**config.mk**
```make
export PLATFORM = sky130hd
export DESIGN_NAME = aux_txn_seq
export DESIGN_NICKNAME = d
export VERILOG_FILES = /design/src/rtl/aux_seq_pkg.sv /design/src/rtl/aux_wait_timer.sv /design/src/rtl/aux_reply_eval.sv /design/src/rtl/aux_txn_seq.sv
export SDC_FILE = /design/constraint.sdc
export NUM_CORES = 1
export LEC_CHECK = 0
export ABC_CLOCK_PERIOD_IN_PS = 4400
export BUFFER_PORTS_ARGS = -buffer_cell sky130_fd_sc_hd__buf_2
export CAP_MARGIN = 20
export CORE_AREA = 2 2 234 236
export CTS_CLUSTER_SIZE = 8
export DETAILED_ROUTE_END_ITERATION = 10
export DIE_AREA = 0 0 236 238
export GPL_ROUTABILITY_DRIVEN = 0
export HOLD_SLACK_MARGIN = 0.05
export PLACE_DENSITY = 0.61
export SYNTH_ARGS = -nofsm -noshare
export SYNTH_HDL_FRONTEND = slang
export SYNTH_SLANG_ARGS = --single-unit
```
**constraint.sdc**
```tcl
create_clock -name clk -period 4.4 [get_ports clk]
set_input_delay 0.88 -clock clk [delete_from_list [all_inputs] [get_ports clk]]
set_output_delay 0.88 -clock clk [all_outputs]
set_load 0.02 [all_outputs]
```
**src/rtl/aux_seq_pkg.sv**
```systemverilog
`timescale 1ns/1ps
package aux_seq_pkg;

    typedef enum logic [1:0] {
        ERR_NONE   = 2'd0,
        ERR_IO     = 2'd1,
        ERR_BUSY   = 2'd2,
        ERR_REMOTE = 2'd3
    } aux_err_e;

    typedef enum logic [3:0] {
        S_IDLE,
        S_CLAIM,
        S_POLL,
        S_POLL_WAIT,
        S_LOAD,
        S_RST,
        S_TRIG,
        S_SETTLE,
        S_SAMPLE,
        S_REL,
        S_TAIL
    } seq_state_e;

    localparam logic [1:0] REPLY_DEFER = 2'b10;

endpackage

```
**src/rtl/aux_wait_timer.sv**
```systemverilog
`timescale 1ns/1ps
module aux_wait_timer #(
    parameter int W = 16
) (
    input  logic         clk,
    input  logic         rst_n,
    input  logic         load,
    input  logic [W-1:0] load_val,
    output logic         expired
);
    logic [W-1:0] cnt_d, cnt_q;

    always_comb begin
        cnt_d = cnt_q;
        if (load) begin
            cnt_d = load_val;
        end else if (cnt_q != '0) begin
            cnt_d = cnt_q - 1'b1;
        end
    end

    always_ff @(posedge clk) begin
        if (!rst_n) cnt_q <= '0;
        else        cnt_q <= cnt_d;
    end

    assign expired = (cnt_q == '0);
endmodule

```
**src/rtl/aux_reply_eval.sv**
```systemverilog
`timescale 1ns/1ps
module aux_reply_eval #(
    parameter int CW = 5
) (
    input  logic [3:0]    reply_code,
    input  logic          is_read,
    input  logic [CW-1:0] got_count,
    input  logic [CW-1:0] want_count,
    output logic          is_defer,
    output logic          count_bad
);
    import aux_seq_pkg::*;

    assign is_defer  = (reply_code[1:0] == REPLY_DEFER);
    assign count_bad = is_read && (got_count != want_count);
endmodule

```
**src/rtl/aux_txn_seq.sv**
```systemverilog
`timescale 1ns/1ps
module aux_txn_seq #(
    parameter int CLK_MHZ      = 50,
    parameter int POLL_US      = 100,
    parameter int SETTLE_US    = 400,
    parameter int TRIG_TIMEOUT = 1024,
    parameter int READY_POLLS  = 3,
    parameter int MAX_ATTEMPTS = 16,
    parameter int MAX_BYTES    = 16,
    parameter int ADDR_W       = 20,
    localparam int DW          = 8 * MAX_BYTES,
    localparam int CW          = $clog2(MAX_BYTES + 1),
    localparam int LW          = $clog2(MAX_BYTES)
) (
    input  logic              clk,
    input  logic              rst_n,
    input  logic              start,
    input  logic [3:0]        cmd,
    input  logic [ADDR_W-1:0] addr,
    input  logic [CW-1:0]     nbytes,
    input  logic [DW-1:0]     wdata,
    output logic              busy,
    output logic              done,
    output logic [1:0]        err,
    output logic [3:0]        reply,
    output logic [DW-1:0]     rdata,
    output logic              claim_req,
    input  logic              claim_grant,
    input  logic              eng_ready,
    output logic              eng_rst,
    output logic              eng_trig,
    input  logic              eng_trig_ack,
    output logic [3:0]        eng_cmd,
    output logic [ADDR_W-1:0] eng_addr,
    output logic [LW-1:0]     eng_len,
    output logic [DW-1:0]     eng_wdata,
    input  logic [3:0]        eng_reply,
    input  logic [CW-1:0]     eng_rcount,
    input  logic [DW-1:0]     eng_rdata
);
    import aux_seq_pkg::*;

    localparam int POLL_CYC   = CLK_MHZ * POLL_US;
    localparam int SETTLE_CYC = CLK_MHZ * SETTLE_US;
    localparam int MAX_A      = (POLL_CYC > SETTLE_CYC) ? POLL_CYC : SETTLE_CYC;
    localparam int MAX_WAIT   = (MAX_A > TRIG_TIMEOUT) ? MAX_A : TRIG_TIMEOUT;
    localparam int TW         = $clog2(MAX_WAIT + 1);
    localparam int PW         = $clog2(READY_POLLS + 1);
    localparam int AW         = $clog2(MAX_ATTEMPTS + 1);

    typedef struct packed {
        seq_state_e        state;
        logic [PW-1:0]     polls;
        logic [AW-1:0]     attempts;
        logic [3:0]        r_cmd;
        logic [ADDR_W-1:0] r_addr;
        logic [CW-1:0]     r_n;
        logic [DW-1:0]     r_wdata;
        logic              claim;
        logic              eng_rst;
        logic              eng_trig;
        logic [3:0]        eng_cmd;
        logic [ADDR_W-1:0] eng_addr;
        logic [LW-1:0]     eng_len;
        logic [DW-1:0]     eng_wdata;
        aux_err_e          err;
        logic [3:0]        reply;
        logic [DW-1:0]     rdata;
        logic              done;
    } seq_t;

    seq_t d, q;
    logic          tmr_load;
    logic [TW-1:0] tmr_val;
    logic          tmr_exp;
    logic          is_defer;
    logic          count_bad;

    aux_wait_timer #(.W(TW)) i_timer (
        .clk      (clk),
        .rst_n    (rst_n),
        .load     (tmr_load),
        .load_val (tmr_val),
        .expired  (tmr_exp)
    );

    aux_reply_eval #(.CW(CW)) i_eval (
        .reply_code (eng_reply),
        .is_read    (q.r_cmd[0]),
        .got_count  (eng_rcount),
        .want_count (q.r_n),
        .is_defer   (is_defer),
        .count_bad  (count_bad)
    );

    always_comb begin
        d          = q;
        d.eng_rst  = 1'b0;
        d.done     = 1'b0;
        tmr_load   = 1'b0;
        tmr_val    = '0;
        case (q.state)
            S_IDLE: if (start) begin
                d.state    = S_CLAIM;
                d.claim    = 1'b1;
                d.r_cmd    = cmd;
                d.r_addr   = addr;
                d.r_n      = nbytes;
                d.r_wdata  = wdata;
                d.err      = ERR_NONE;
                d.reply    = '0;
                d.rdata    = '0;
                d.polls    = '0;
                d.attempts = '0;
            end
            S_CLAIM: begin
                if (claim_grant) begin
                    d.state = S_POLL;
                end else begin
                    d.err   = ERR_IO;
                    d.claim = 1'b0;
                    d.state = S_REL;
                end
            end
            S_POLL: begin
                if (eng_ready) begin
                    d.state = S_LOAD;
                end else if (q.polls == PW'(READY_POLLS - 1)) begin
                    d.err   = ERR_BUSY;
                    d.claim = 1'b0;
                    d.state = S_REL;
                end else begin
                    d.polls  = q.polls + 1'b1;
                    tmr_load = 1'b1;
                    tmr_val  = TW'(POLL_CYC);
                    d.state  = S_POLL_WAIT;
                end
            end
            S_POLL_WAIT: if (tmr_exp) d.state = S_POLL;
            S_LOAD: begin
                d.eng_addr = q.r_addr;
                d.eng_cmd  = q.r_cmd;
                d.eng_len  = LW'(q.r_n - 1'b1);
                if (!q.r_cmd[0]) d.eng_wdata = q.r_wdata;
                d.eng_rst  = 1'b1;
                d.state    = S_RST;
            end
            S_RST: begin
                d.eng_trig = 1'b1;
                tmr_load   = 1'b1;
                tmr_val    = TW'(TRIG_TIMEOUT);
                d.state    = S_TRIG;
            end
            S_TRIG: begin
                if (eng_trig_ack) begin
                    d.eng_trig = 1'b0;
                    d.attempts = q.attempts + 1'b1;
                    tmr_load   = 1'b1;
                    tmr_val    = TW'(SETTLE_CYC);
                    d.state    = S_SETTLE;
                end else if (tmr_exp) begin
                    d.eng_trig = 1'b0;
                    d.err      = ERR_BUSY;
                    d.claim    = 1'b0;
                    d.state    = S_REL;
                end
            end
            S_SETTLE: if (tmr_exp) d.state = S_SAMPLE;
            S_SAMPLE: begin
                d.reply = eng_reply;
                if (is_defer && (q.attempts != AW'(MAX_ATTEMPTS))) begin
                    d.eng_rst = 1'b1;
                    d.state   = S_RST;
                end else begin
                    if (is_defer || count_bad) d.err = ERR_REMOTE;
                    else if (q.r_cmd[0])       d.rdata = eng_rdata;
                    d.claim = 1'b0;
                    d.state = S_REL;
                end
            end
            S_REL: begin
                if (claim_grant) d.err = ERR_IO;
                tmr_load = 1'b1;
                tmr_val  = TW'(SETTLE_CYC);
                d.state  = S_TAIL;
            end
            S_TAIL: if (tmr_exp) begin
                d.done  = 1'b1;
                d.state = S_IDLE;
            end
            default: d.state = S_IDLE;
        endcase
    end

    always_ff @(posedge clk) begin
        if (!rst_n) begin
            q       <= '0;
            q.state <= S_IDLE;
            q.err   <= ERR_NONE;
        end else begin
            q <= d;
        end
    end

    assign busy      = (q.state != S_IDLE);
    assign done      = q.done;
    assign err       = q.err;
    assign reply     = q.reply;
    assign rdata     = q.rdata;
    assign claim_req = q.claim;
    assign eng_rst   = q.eng_rst;
    assign eng_trig  = q.eng_trig;
    assign eng_cmd   = q.eng_cmd;
    assign eng_addr  = q.eng_addr;
    assign eng_len   = q.eng_len;
    assign eng_wdata = q.eng_wdata;
endmodule

```
==> results of run 1 <==
==> critical path: stages, from the launching register on <==
cell and delay (ns):
dfxtp_1 0.71, nor2_1 0.31, and3_4 0.47, nor2_4 0.50, buf_4 0.80, nand3_1 0.15, o21ai_0 0.14
==> sequential cells by signal (all words and copies together), names as in the netlist <==
register and cells:
eng_wdata 128, claim_req 1, q 168, rdata 128
reply 4, eng_trig 1, eng_len 4, err 2
eng_rst 1, i_timer.cnt_q 15, done 1, eng_addr 20
eng_cmd 4
==> area by class of cell <==
class                      instances  area (µm²)  share of cell area [%]
inverter                          10       45.04                  0.1977
timing repair buffer             621        3261                   14.31
clock inverter                     6       97.59                  0.4283
sequential                       477        9549                   41.91
clock buffer                      72        1769                   7.764
antenna                            9       22.52                 0.09884
multi-input combinational       1529        7172                   31.47
tap                              696       870.8                   3.822
==> synth_stat cells, types with 3 or more instances <==
library cell    n
nor4bb_1        4
nand3_2        20
nor2_1         33
a22oi_1         3
ha_1            5
a21oi_1       328
xor2_1         12
nand2_1       767
buf_2          10
o21ai_1        40
buf_6           9
a211oi_1        7
or4_1           4
nand3_1       120
xnor2_1         6
nand2b_1       11
mux2i_1         5
clkbuf_1      144
inv_1          10
buf_1          14
buf_4         290
nor4_1          9
o21ai_0       102
a31oi_1         3
nor3_1          7
or3_1           3
dfxtp_1       477
==> metal layers <==
metal / share of wire [%] / up-vias / global-route usage, % / routed length [µm]
met5: 0.33 / - / 0 / 196
li1: - / 8282 / - / -
met4: 4.5 / 30 / 10.36 / 2726
met3: 9.2 / 141 / 7.578 / 5520
met2: 48 / 575 / 35.12 / 28640
met1: 38 / 7759 / 22.43 / 23050
==> how the worst max path moves through the flow <==
stage | start | slack, ns | depth (start not counted) | endpoint
after global placement | start | 1.33 | 6 | rdata[26]
final | q[460] | 1.13 | 6 | rdata[57]
after CTS | q[460] | 1.18 | 6 | rdata[57]
after global routing | q[460] | 0.82 | 6 | rdata[57]
after detailed placement | q[460] | 1.18 | 6 | rdata[56]
after floorplan | q[459] | 2.10 | 11 | rdata[100]
==> logic make-up after synthesis <==
logic type               share of synthesized area (%)
AND/OR/NAND/NOR                                  21.52
AO/OA/AOI/OAI                                    13.23
buffers and inverters                            15.08
flip-flops                                       48.67
XOR/XNOR                                        0.8036
multiplexers                                    0.3699
adder cells (fa/ha/maj)                         0.3189
==> power by group <==
| part | internal, µW | switching [µW] | total (µW) |
|---|---|---|---|
| Clock | 2840 | 1870 | 4710 |
| Sequential | 4550 | 158 | 4700 |
| Combinational | 460 | 794 | 1250 |
==> through the flow <==
| step | setup WS (ns) | utilization [%] | cell area [µm²] | power [µW] | cells |
|---|---|---|---|---|---|
| final | 1.132 | 42.60 | 22790 | 10670 | 3420 |
| after global routing | 0.8163 | 42.58 | 22780 | 11170 | 3416 |
| after detailed placement | 1.183 | 39.06 | 20900 | 6039 | 3333 |
| after global placement | 1.327 | 39.06 | 20890 | 6007 | 3332 |
| after floorplan | 2.102 | - | 19620 | 5625 | 2483 |
| after CTS | 1.182 | 42.55 | 22760 | 10820 | 3411 |
==> flow_summary.toml, run 1 <==
[cts]
htreeDepth = 3
clock_sinks = 477
ctsLongestPathBuffers = 3
cts_tree = "built"
post_cts_buffers = 0
clockRootBuffer = "clkbuf_16"
clkTransAtPathRegs_ns = 0.05
clock_latency_ns = 0.58
hold_buffers = 0
numCtsBuffers = 69
cts-resized-gates = 0

[sta]
rsz0062_at_grt = "false"
min_period_ns = 3.268
fin_setup_tns_ns = 0
slew_headroom_pct = 20.85
fin_crit_sh_pct = 74.27
finalSetupViolCount = 0
hold_violations = 0
maxSlewViolCount = 0
whs_ns = 0.4447
fmax_mhz = 306.0
skew_ns = 0.01672
worstMarginPinSlew_ns = 1.187

[die]
design.die.area_um2 = 56170
rows = 85
io_pins = 595
fp.dieW_um = 236
core_area_um2 = 53500
initial_core_util_pct = 36.67
die_height_um = 238

[setup_path]
cp_max_fo = 83
r2r_start = "q[460]"
ff2ff_setup_slack_ns = 1.13
crit_required_ns = 4.88
startpoint_type = "flip-flop"
cp-end-kind = "flip-flop"
critPathArrivalTime_ns = 3.75
critPathKind = "flip-flop to flip-flop"
rr_endpoint = "rdata[57]"
ff2ff_path_depth = 6

[global_route]
grt_max_degree = 257
grt_pass1_wl_mm = 90.33
overflow = 0
antenna_found_initial = 26
grtUsageTotal_pct = 20.56
grt_pass1_vias = 15830

[route]
first_pass_iters = 6
drtIter0Drc = 865
drc = 0
via_per_inst = 4.908
post_drt_wl_per_cell_um = 17.58
via_count = 16790
drtAntennaViolNets = 0
routed_wl_mm = 60.14

[layout]
mostFrequentLayoutCell = "nand2_1"
most-common-layout-cells = "767 x nand2_1, 595 x buf_2, 477 x dfxtp_1, 328 x a21oi_1, 119 x nand3_1"
final_layout_size_suffix_gt1_share_pct = 27.00
area_delta_synth_final_pct = 16.15
fin_nets = 3013
nFillCells = 5398

[worst_hold_path]
hold_class = "flip-flop to flip-flop"
min_delay_worst_endpoint = "eng_wdata[87]"
hold_path_depth = 2
hp-start = "q[381]"

[placement]
hpwl_mm = 42.26
io_buffers = 594

[power_and_ir_drop]
power_density_nw_per_um2 = 468.2
max-vdd-ir-drop_uv = 265.3
p_leak_uw = 0.009412

[synth]
synth_area_leaders = "dfxtp_1 49%, nand2_1 15%, buf_4 11%"
postSynthCellCount = 2483
yosysTopAreaCell = "dfxtp_1"
syn_area_um2 = 19620
yosysSeqAreaShare_pct = 48.67
ys_types = 56
ys_warn_count = 0
synth_edf_count = 0
synthFlopType = "dfxtp_1"
async_flop_share_pct = 0
netlist.area_leader.share_pct = 48.67
synth.avg_cell_area_um2 = 7.901
synth_nets = 2788
ys_ff_latch = 477

[job]
drv_cap = 0

[status]
status = "completed"
Note: power is estimated with default switching activity, not from simulation.
==> run 2: changes to the inputs <==
Settings changed: ABC_AREA set to 1, ABC_CLOCK_PERIOD_IN_PS 4400 to 2700, CORE_AREA 2 2 234 236 to 2 2 232 234, DIE_AREA 0 0 236 238 to 0 0 234 236, PLACE_DENSITY 0.61 to 0.64.
Clock period 4.4 ns to 2.7 ns, I/O delays scaled along.
==> run 2 against run 1 <==
Power grew to 2.6 times the previous value; sequential cell count unchanged; register-to-register slack got worse by 0.67 ns; first-iteration DRC count rose by 3.6%; clock skew up 0.017 ns; synthesized area fell by 0.84%; critical path depth increased by 6.
==> flow_summary.toml, run 2 <==
[route]
routed_wl_mm = 56.64
drtIter0Drc = 896
drc = 0
post_drt_wl_per_cell_um = 16.39
first_pass_iters = 5
via_per_inst = 4.765
via_count = 16460
drtAntennaViolNets = 0

[setup_path]
startpoint_type = "flip-flop"
crit_required_ns = 3.22
rr_endpoint = "rdata[38]"
critPathKind = "flip-flop to flip-flop"
ff2ff_path_depth = 12
r2r_start = "q[451]"
ff2ff_setup_slack_ns = 0.47
critPathArrivalTime_ns = 2.75
cp_max_fo = 59
cp-end-kind = "flip-flop"

[synth]
ys_ff_latch = 477
async_flop_share_pct = 0
postSynthCellCount = 2520
ys_types = 36
syn_area_um2 = 19450
synth_edf_count = 0
yosys-top-cells-count = "717 x nor2_1, 477 x dfxtp_1, 317 x o21ai_0"
yosysSeqAreaShare_pct = 49.08
synth.avg_cell_area_um2 = 7.720
yosysTopAreaCell = "dfxtp_1"
synthFlopType = "dfxtp_1"
synth_area_leaders = "dfxtp_1 49%, nor2_1 14%, buf_4 12%"
synth_nets = 2825
synth.most_common_cell = "nor2_1"
ys_warn_count = 0
netlist.area_leader.share_pct = 49.08

[cts]
cts-resized-gates = 0
ctsLongestPathBuffers = 3
post_cts_buffers = 0
clkTransAtPathRegs_ns = 0.06
clock_latency_ns = 0.60
clock_sinks = 477
htreeDepth = 3
numCtsBuffers = 69
clockRootBuffer = "clkbuf_16"
hold_buffers = 0
cts_tree = "built"

[sta]
fin_setup_tns_ns = 0
min_period_ns = 2.234
worstMarginPinSlew_ns = 0.7795
slew_headroom_pct = 48.03
rsz0062_at_grt = "false"
maxSlewViolCount = 0
skew_ns = 0.03401
fin_crit_sh_pct = 82.76
hold_violations = 0
finalSetupViolCount = 0
fmax_mhz = 447.5

[die]
die_height_um = 236
rows = 85
design.die.area_um2 = 55220
core_area_um2 = 53070
io_pins = 595
fp.dieW_um = 234
initial_core_util_pct = 36.66

[power_and_ir_drop]
max-vdd-ir-drop_uv = 691.5
power_density_nw_per_um2 = 1245
p_leak_uw = 0.01112

[layout]
utilization_pct = 42.59
most-common-layout-cells = "716 x nor2_1, 593 x buf_2, 477 x dfxtp_1, 317 x o21ai_0, 199 x a21oi_1"
nFillCells = 5466
fin_nets = 3058
final_area_um2 = 22600
antenna_cells = 0
final_layout_size_suffix_gt1_share_pct = 26.02
largest_register = "q"
area_delta_synth_final_pct = 16.19
largest_reg_flops = 168
mostFrequentLayoutCell = "nor2_1"

[global_route]
grt_max_degree = 183
overflow = 0
grtUsageTotal_pct = 19.73
grt_pass1_wl_mm = 86.57
antenna_found_initial = 7
grt_pass1_vias = 15580

[job]
drv_cap = 0

[placement]
io_buffers = 594
postPlaceCellArea_um2 = 20750
hpwl_mm = 37.97

[worst_hold_path]
hp-start = "addr[17]"
min_delay_worst_endpoint = "q[444]"
hold_path_depth = 3
hold_class = "input pin to flip-flop"

[status]
status = "completed"
## run 2: cell count changes in the layout (fill, tap and decap cells not counted), sizes merged, moves of 8 or more
cell    previous run  this run
nor2              33       726
diode              9         0
nor4              10         1
a21oi            328       199
nand2b            11         0
nand3            140        23
nand2            767        88
o21ai            142       449
inv               13        71
buf              621       613
## run 2: stage by stage
step | worst slack, ns | std cells | hold WS, ns | total power (µW)
detailed placement | 0.3863 | 3378 | 0.4437 | 20570
floorplan | 0.8825 | 2520 | 0.4297 | 18900
global placement | 0.4205 | 3378 | 0.4390 | 20500
finish | 0.4655 | 3455 | 0.1659 | 28130
CTS | 0.4571 | 3455 | 0.1194 | 28440
global route | 0.2772 | 3455 | 0.1402 | 30030
## run 2: kinds of logic after synthesis
kind of cell / share of synthesized area (%)
buffers and inverters: 16.11
XOR/XNOR: 0.4051
flip-flops: 49.08
AND/OR/NAND/NOR: 17.08
AO/OA/AOI/OAI: 17.00
adder cells (fa/ha/maj): 0.3216
## run 2: how the worst max path moves through the flow
stage                          start                 to  slack [ns]
floorplan           i_timer.cnt_q[0]  i_timer.cnt_q[12]        0.88
global placement       eng_rcount[0]          rdata[63]        0.42
detailed placement      eng_reply[0]          rdata[38]        0.39
CTS                           q[451]          rdata[38]        0.46
global route                  q[451]          rdata[40]        0.28
finish                        q[451]          rdata[38]        0.47
## run 2: report_power, final
group | switching (µW) | internal [µW] | total, µW
sequential | 1130 | 9300 | 10400
combinational | 6910 | 3100 | 10000
clock | 3090 | 4600 | 7690
## run 2: per-layer routing
layer | share of wire [%] | wire [µm] | global-route usage (%)
met5 | 0.13 | 73 | 0
met4 | 3.1 | 1741 | 7.652
met3 | 8.2 | 4625 | 5.827
met2 | 47 | 26750 | 32.51
met1 | 41 | 23450 | 24.04
## run 2: layout make-up
type	instances	area, µm²	share of cell area (%)
multi-input cells	1525	6797	30.07
clock buffers	70	1752	7.749
inverters	67	261.5	1.157
flip-flops and latches	477	9549	42.25
well taps	696	870.8	3.853
clock inverters	7	98.84	0.4373
repair buffers	613	3276	14.49
## run 2: worst max-delay path: stages, from the launching register on
cell and delay (ns):
dfxtp_1 0.35, inv_1 0.08, ha_1 0.19, nand3_1 0.12
nand2_1 0.06, nand2_1 0.08, nor2_1 0.05, nand3_1 0.12
nand2_4 0.09, inv_4 0.46, buf_12 0.30, a21oi_1 0.07
nor2_1 0.12
